### config.mk
export PLATFORM = sky130hd
export DESIGN_NAME = czl_zone_line
export DESIGN_NICKNAME = d
export VERILOG_FILES = /design/src/rtl/czl_pkg.sv /design/src/rtl/czl_phase_ring.sv /design/src/rtl/czl_zone_cell.sv /design/src/rtl/czl_tap_select.sv /design/src/rtl/czl_out_retime.sv /design/src/rtl/czl_zone_line.sv
export SDC_FILE = /design/constraint.sdc
export NUM_CORES = 1
export LEC_CHECK = 0
export BUFFER_PORTS_ARGS = -buffer_cell sky130_fd_sc_hd__buf_4
export CAP_MARGIN = 20
export CORE_ASPECT_RATIO = 1.75
export CORE_MARGIN = 3
export CORE_UTILIZATION = 35
export CTS_CLUSTER_SIZE = 40
export DETAILED_ROUTE_END_ITERATION = 10
export PLACE_DENSITY = 0.68
export SYNTH_ARGS = -nofsm -noshare
export SYNTH_HDL_FRONTEND = slang
export SYNTH_SLANG_ARGS = --single-unit
### constraint.sdc
create_clock -name clk -period 3.63 [get_ports clk]
set_input_delay 0.1815 -clock clk [delete_from_list [all_inputs] [get_ports clk]]
set_output_delay 0.1815 -clock clk [all_outputs]
set_load 0.02 [all_outputs]
### src/rtl/czl_pkg.sv
package czl_pkg;

   localparam int NUM_PHASES = 3;

   typedef enum logic [1:0] {
      ZS_RESET  = 2'd0,
      ZS_SWITCH = 2'd1,
      ZS_HOLD   = 2'd2
   } zone_state_e;

   function automatic int phase_of(input int zone_idx);
      return zone_idx % NUM_PHASES;
   endfunction

endpackage

### src/rtl/czl_phase_ring.sv
module czl_phase_ring
   import czl_pkg::*;
(
   input  logic                  clk,
   input  logic                  rst_n,
   output logic [NUM_PHASES-1:0] ring_o
);

   localparam logic [NUM_PHASES-1:0] RING_INIT = NUM_PHASES'(1);

   logic [NUM_PHASES-1:0] ring_q;

   always_ff @(posedge clk) begin
      if (!rst_n) begin
         ring_q <= RING_INIT;
      end else begin
         ring_q <= {ring_q[NUM_PHASES-2:0], ring_q[NUM_PHASES-1]};
      end
   end

   assign ring_o = ring_q;

endmodule

### src/rtl/czl_zone_cell.sv
module czl_zone_cell
   import czl_pkg::*;
#(
   parameter int PHASE = 0
)(
   input  logic                  clk,
   input  logic                  rst_n,
   input  logic [NUM_PHASES-1:0] ring_i,
   input  logic                  pred_val_i,
   input  logic                  pred_vld_i,
   output logic                  val_o,
   output logic                  vld_o,
   output zone_state_e           state_o
);

   localparam int SW_BIT   = PHASE % NUM_PHASES;
   localparam int HOLD_BIT = (PHASE + 1) % NUM_PHASES;

   logic val_q;
   logic vld_q;

   // switch step ends with a load; hold step ends with an erase
   always_ff @(posedge clk) begin
      if (!rst_n) begin
         val_q <= 1'b0;
         vld_q <= 1'b0;
      end else if (ring_i[SW_BIT]) begin
         val_q <= pred_val_i;
         vld_q <= pred_vld_i;
      end else if (ring_i[HOLD_BIT]) begin
         val_q <= 1'b0;
         vld_q <= 1'b0;
      end
   end

   always_comb begin
      if (ring_i[SW_BIT]) begin
         state_o = ZS_SWITCH;
      end else if (ring_i[HOLD_BIT]) begin
         state_o = ZS_HOLD;
      end else begin
         state_o = ZS_RESET;
      end
   end

   assign val_o = val_q;
   assign vld_o = vld_q;

endmodule

### src/rtl/czl_tap_select.sv
module czl_tap_select #(
   parameter int MAX_ZONES = 16,
   parameter int CNT_W     = 5
)(
   input  logic [CNT_W-1:0]     zone_cnt_i,
   input  logic [MAX_ZONES-1:0] zone_val_i,
   input  logic [MAX_ZONES-1:0] zone_vld_i,
   output logic                 tap_val_o,
   output logic                 tap_vld_o
);

   localparam int IDX_W = (MAX_ZONES > 1) ? $clog2(MAX_ZONES) : 1;

   generate
      if (MAX_ZONES == 1) begin : g_single
         logic unused_cnt;
         assign unused_cnt = ^zone_cnt_i;
         assign tap_val_o  = zone_val_i[0];
         assign tap_vld_o  = zone_vld_i[0];
      end else begin : g_mux
         logic [CNT_W-1:0] cnt_eff;
         logic [IDX_W-1:0] tap_idx;

         always_comb begin
            if (zone_cnt_i == '0) begin
               cnt_eff = CNT_W'(1);
            end else if (zone_cnt_i > CNT_W'(MAX_ZONES)) begin
               cnt_eff = CNT_W'(MAX_ZONES);
            end else begin
               cnt_eff = zone_cnt_i;
            end
         end

         assign tap_idx = IDX_W'(cnt_eff - CNT_W'(1));

         always_comb begin
            tap_val_o = 1'b0;
            tap_vld_o = 1'b0;
            for (int i = 0; i < MAX_ZONES; i++) begin
               if (tap_idx == IDX_W'(i)) begin
                  tap_val_o = zone_val_i[i];
                  tap_vld_o = zone_vld_i[i];
               end
            end
         end
      end
   endgenerate

endmodule

### src/rtl/czl_out_retime.sv
module czl_out_retime (
   input  logic clk,
   input  logic rst_n,
   input  logic load_i,
   input  logic tap_val_i,
   input  logic tap_vld_i,
   output logic dout_o,
   output logic dout_vld_o
);

   logic cap_val_q;
   logic cap_vld_q;
   logic dout_q;
   logic dout_vld_q;

   always_ff @(posedge clk) begin
      if (!rst_n) begin
         cap_val_q  <= 1'b0;
         cap_vld_q  <= 1'b0;
         dout_q     <= 1'b0;
         dout_vld_q <= 1'b0;
      end else begin
         if (tap_vld_i) begin
            cap_val_q <= tap_val_i;
            cap_vld_q <= 1'b1;
         end
         if (load_i) begin
            // bypass when the tap ends its hold on this very edge
            dout_q     <= tap_vld_i ? tap_val_i : cap_val_q;
            dout_vld_q <= tap_vld_i | cap_vld_q;
         end
      end
   end

   assign dout_o     = dout_q;
   assign dout_vld_o = dout_vld_q;

endmodule

### src/rtl/czl_zone_line.sv
module czl_zone_line
   import czl_pkg::*;
#(
   parameter  int MAX_ZONES = 16,
   localparam int CNT_W     = $clog2(MAX_ZONES + 1)
)(
   input  logic                  clk,
   input  logic                  rst_n,
   input  logic                  din,
   input  logic [CNT_W-1:0]      zone_cnt,
   output logic                  dout,
   output logic                  dout_vld,
   output logic [2:0]            phase_clk,
   output logic [MAX_ZONES-1:0]  zone_reset,
   output logic [MAX_ZONES-1:0]  zone_switch,
   output logic [MAX_ZONES-1:0]  zone_hold
);

   generate
      if (MAX_ZONES < 1) begin : g_bad_zones
         $error("czl_zone_line: MAX_ZONES must be at least 1");
      end
      if (NUM_PHASES != 3) begin : g_bad_phases
         $error("czl_zone_line: phase ring must have three steps");
      end
   endgenerate

   logic [NUM_PHASES-1:0] ring;
   logic [MAX_ZONES-1:0]  zone_val;
   logic [MAX_ZONES-1:0]  zone_vld;
   zone_state_e           zone_st [MAX_ZONES];
   logic                  tap_val;
   logic                  tap_vld;

   czl_phase_ring ring_i (
      .clk    (clk),
      .rst_n  (rst_n),
      .ring_o (ring)
   );

   generate
      for (genvar k = 0; k < MAX_ZONES; k++) begin : g_zone
         logic pred_val;
         logic pred_vld;
         if (k == 0) begin : g_head
            assign pred_val = din;
            assign pred_vld = 1'b1;
         end else begin : g_body
            assign pred_val = zone_val[k-1];
            assign pred_vld = zone_vld[k-1];
         end

         czl_zone_cell #(
            .PHASE (phase_of(k))
         ) cell_i (
            .clk        (clk),
            .rst_n      (rst_n),
            .ring_i     (ring),
            .pred_val_i (pred_val),
            .pred_vld_i (pred_vld),
            .val_o      (zone_val[k]),
            .vld_o      (zone_vld[k]),
            .state_o    (zone_st[k])
         );

         assign zone_reset[k]  = (zone_st[k] == ZS_RESET);
         assign zone_switch[k] = (zone_st[k] == ZS_SWITCH);
         assign zone_hold[k]   = (zone_st[k] == ZS_HOLD);
      end
   endgenerate

   czl_tap_select #(
      .MAX_ZONES (MAX_ZONES),
      .CNT_W     (CNT_W)
   ) tap_i (
      .zone_cnt_i (zone_cnt),
      .zone_val_i (zone_val),
      .zone_vld_i (zone_vld),
      .tap_val_o  (tap_val),
      .tap_vld_o  (tap_vld)
   );

   czl_out_retime retime_i (
      .clk        (clk),
      .rst_n      (rst_n),
      .load_i     (ring[0]),
      .tap_val_i  (tap_val),
      .tap_vld_i  (tap_vld),
      .dout_o     (dout),
      .dout_vld_o (dout_vld)
   );

   assign phase_clk = ring;

endmodule

==> flow_metrics.env <==
export IMPL_grt_setup_unrepaired="false"
export IMPL_cts_clk_slew_worst_paths_ns=0.06
export IMPL_busiest_layer="met2"
export IMPL_cp_required_ns=3.45
export IMPL_cp_startpoint="ring_i.ring_o[2]"
export IMPL_area_growth_pct=14.86
export IMPL_holdCritPathClass="input pin to flip-flop"
export IMPL_cts_hold_buf=0
export IMPL_ir_drop_mv=0.2209
export IMPL_ctsLongestPathBuffers=2
export IMPL_wire_per_inst_um=14.96
export IMPL_die_y_um=115.3
export IMPL_synth_seq_area_share_pct=32.65
export IMPL_cp_cell_sequence="buf_4, nor2b_1, buf_4"
export IMPL_cts_tree="yes"
export IMPL_drive_gt1_share_pct=24.59
export IMPL_ys_ff_latch=39
export IMPL_cts_resized=0
export IMPL_clock_skew_ns=0.003412
export IMPL_grt_use_met1_pct=15.56
export IMPL_clkLatencyLatePin_ns=0.28
export IMPL_grt_util_met2_pct=26.55
export IMPL_p_leak_nw=1.052
export IMPL_crit_path_end_kind="output port"
export IMPL_antenna_left=0
export IMPL_num_rows=39
export IMPL_synthCells=300
export IMPL_grt_use_total_pct=14.89
export IMPL_hold_viol=0
export IMPL_period_share_pct=54.68
export IMPL_fmax_mhz=503.8
export IMPL_relSlewSlack_pct=52.02
export IMPL_avgViaCountPerCell=5.261
export IMPL_clock_sinks=39
export IMPL_crit_fanout=18
export IMPL_syn_area_sq_mm=0.002391
export IMPL_vias=2036
export IMPL_worstMarginPinSlew_ns=0.7187
export IMPL_worstPathArrival_ns=1.80
export IMPL_die_width_um=68.48
export IMPL_grt_pass1_wl_um=8907
export IMPL_maxCapViolCount=0
export IMPL_post_cts_buffers=0
export IMPL_drtIter0Drc=148
export IMPL_start_util_pct=36.30
export IMPL_crit_type="flip-flop to output port"
export IMPL_r2r_cells=4
export IMPL_portBuffers=60
export IMPL_hpwlAfterDp_um=4147
export IMPL_yosysWarningCount=0
export IMPL_fin_util_pct=41.69
export IMPL_register_area_sq_um=780.7
export IMPL_p_per_area_mw_per_mm2=443.0
export IMPL_grt_ovfl_total=0
export IMPL_min_period_ns=1.985
export IMPL_final_fill_count=687
export IMPL_antennaDiodeCount=0
export IMPL_cp_slowest_cell="dfxtp_1"
export IMPL_grt_pass1_vias=1853
export IMPL_synth_cell_type_count=41
export IMPL_num_io_pins=61
export IMPL_cts_buffers=5
export IMPL_setup_viol=0
export IMPL_slew_viol_final=0
export IMPL_root_buffer="clkbuf_16"
export IMPL_setup_tns_ns=0
export IMPL_path_common_cell="buf_4"
export IMPL_core_sq_mm=0.006588
export IMPL_htreeDepth=2
export IMPL_drc=0
export IMPL_grt_max_degree=40
export IMPL_grt_use_met3_pct=2.444
export IMPL_syn_nets=308
export IMPL_hold_depth=3
export IMPL_routed_wirelength_um=5790
export IMPL_critPathMaxStageDelay_ns=0.71
export IMPL_status="finished, final reports clean"
export IMPL_worst_setup_path_start_kind="flip-flop"
export IMPL_finalWeightedCongestion=1.012
export IMPL_reg2reg_from="g_zone[14].cell_i.vld_o"
export IMPL_min_from="din"
export IMPL_fin_nets=312
export IMPL_antenna_found_initial=0
export IMPL_multi_input_area_sq_mm=0.001175
export IMPL_die_area_sq_mm=0.007898
export IMPL_synth_avg_cell_area_sq_um=7.970
export IMPL_first_pass_iters=4
## state kept, by name, summed over array words and instances, names as in the netlist
name,count
ring_i.ring_o,3
retime_i.cap_val_q,1
retime_i.cap_vld_q,1
retime_i.dout_vld_o,1
g_zone.cell_i.vld_o,16
retime_i.dout_o,1
g_zone.cell_i.val_o,16
## cell families after synthesis
kind of cell / count (synthesis) / synth area share [%]
buf+inv: 71 / 18.21
simple gates: 117 / 31.45
compound gates: 71 / 16.85
mux: 2 / 0.8373
flops: 39 / 32.65
## cells in the mapped netlist, drive strengths merged
library cell  instances  area (sq um)
nand2b                2         12.51
nor3b                32         240.2
o2111a                1         11.26
or2b                  2         15.01
a2bb2oi               1         8.760
or4b                  1         10.01
nor2b                36         225.2
nor4b                 2         17.52
nand3                 3         15.01
o221a                 1         11.26
or4                   1         7.510
and2                  3         18.77
o21ai                20         100.1
dfxtp                39         780.8
nand2                 7         26.28
clkbuf               21         78.83
a211oi                1         7.510
buf                  46         341.6
inv                   4         15.01
or3b                  2         17.52
o221ai                1         8.760
nand4b                1         8.760
o21a                  1         7.510
and2b                 1         7.510
a21oi                35         175.2
nor4bb                1         10.01
nand3b                1         20.02
nor2                 11         41.29
a311o                 1         10.01
o31ai                 2         15.01
a21boi                1         7.510
nor4                  3         18.77
o211ai                2         15.01
mux2i                 2         20.02
a31oi                 2         12.51
nor3                  8         40.04
o22ai                 2         12.51
## power by group
group	total [W]	switching, W	internal (W)
registers	0.000449	0.0000134	0.000436
logic	0.000205	0.000125	0.0000802
clock network	0.000563	0.000169	0.000393
## layer usage
metal	vias to the layer above	share of wire (%)
met3	18	3.8
met4	0	4.2
met5	-	0
met2	55	54
li1	996	-
met1	967	38
## cells in the final DEF, fill, tap and decap left out, types with 2 or more instances in the layout
| cell | n |
|---|---|
| a21oi_1 | 35 |
| o211ai_1 | 2 |
| or3b_1 | 2 |
| nor2_1 | 11 |
| clkbuf_16 | 5 |
| nand2b_1 | 2 |
| o21ai_0 | 19 |
| nor4b_1 | 2 |
| nor2b_1 | 36 |
| dfxtp_1 | 39 |
| or2b_1 | 2 |
| nand2_1 | 7 |
| nor3_1 | 8 |
| mux2i_1 | 2 |
| nor4_1 | 3 |
| buf_4 | 64 |
| nor3b_1 | 32 |
| inv_1 | 3 |
| o31ai_1 | 2 |
| and2_1 | 3 |
| a31oi_1 | 2 |
| o22ai_1 | 2 |
| nand3_1 | 3 |
| bufinv_16 | 2 |
## critical path, delay by kind of cell, from the launching register on
kind | cells | cell delay (ns)
flops | 1 | 0.71
simple gates | 1 | 0.30
buf+inv | 2 | 0.51
## layout make-up
| cell class | count | area share [%] |
|---|---|---|
| multi-input combinational | 190 | 42.78 |
| clock inverter | 3 | 2.460 |
| tap | 82 | 3.736 |
| sequential | 39 | 28.43 |
| inverter | 4 | 0.5467 |
| clock buffer | 5 | 4.556 |
| timing repair buffer | 64 | 17.49 |
## path summary, 6_finish.rpt
check | slack, ns | end
max | 1.65 | zone_hold[13]
min | 0.16 | g_zone[0].cell_i.val_o
max reg2reg | 1.84 | retime_i.dout_o
min reg2reg | 0.51 | retime_i.cap_vld_q
## through the flow
stage / worst slack [ns] / cells / total power, W / instance area, sq um / hold slack [ns]
3_3_place_gp: 1.548 / 379 / 0.0006615 / 2554 / 0.4335
5_1_grt: 1.529 / 387 / 0.001260 / 2746 / 0.1745
4_1_cts: 1.631 / 387 / 0.001230 / 2746 / 0.1574
2_1_floorplan: 1.639 / 300 / 0.0006218 / 2391 / 0.3483
3_5_place_dp: 1.561 / 379 / 0.0006632 / 2554 / 0.4525
6_report: 1.645 / 387 / 0.001217 / 2746 / 0.1573
Power figures use the tool's default switching activity.
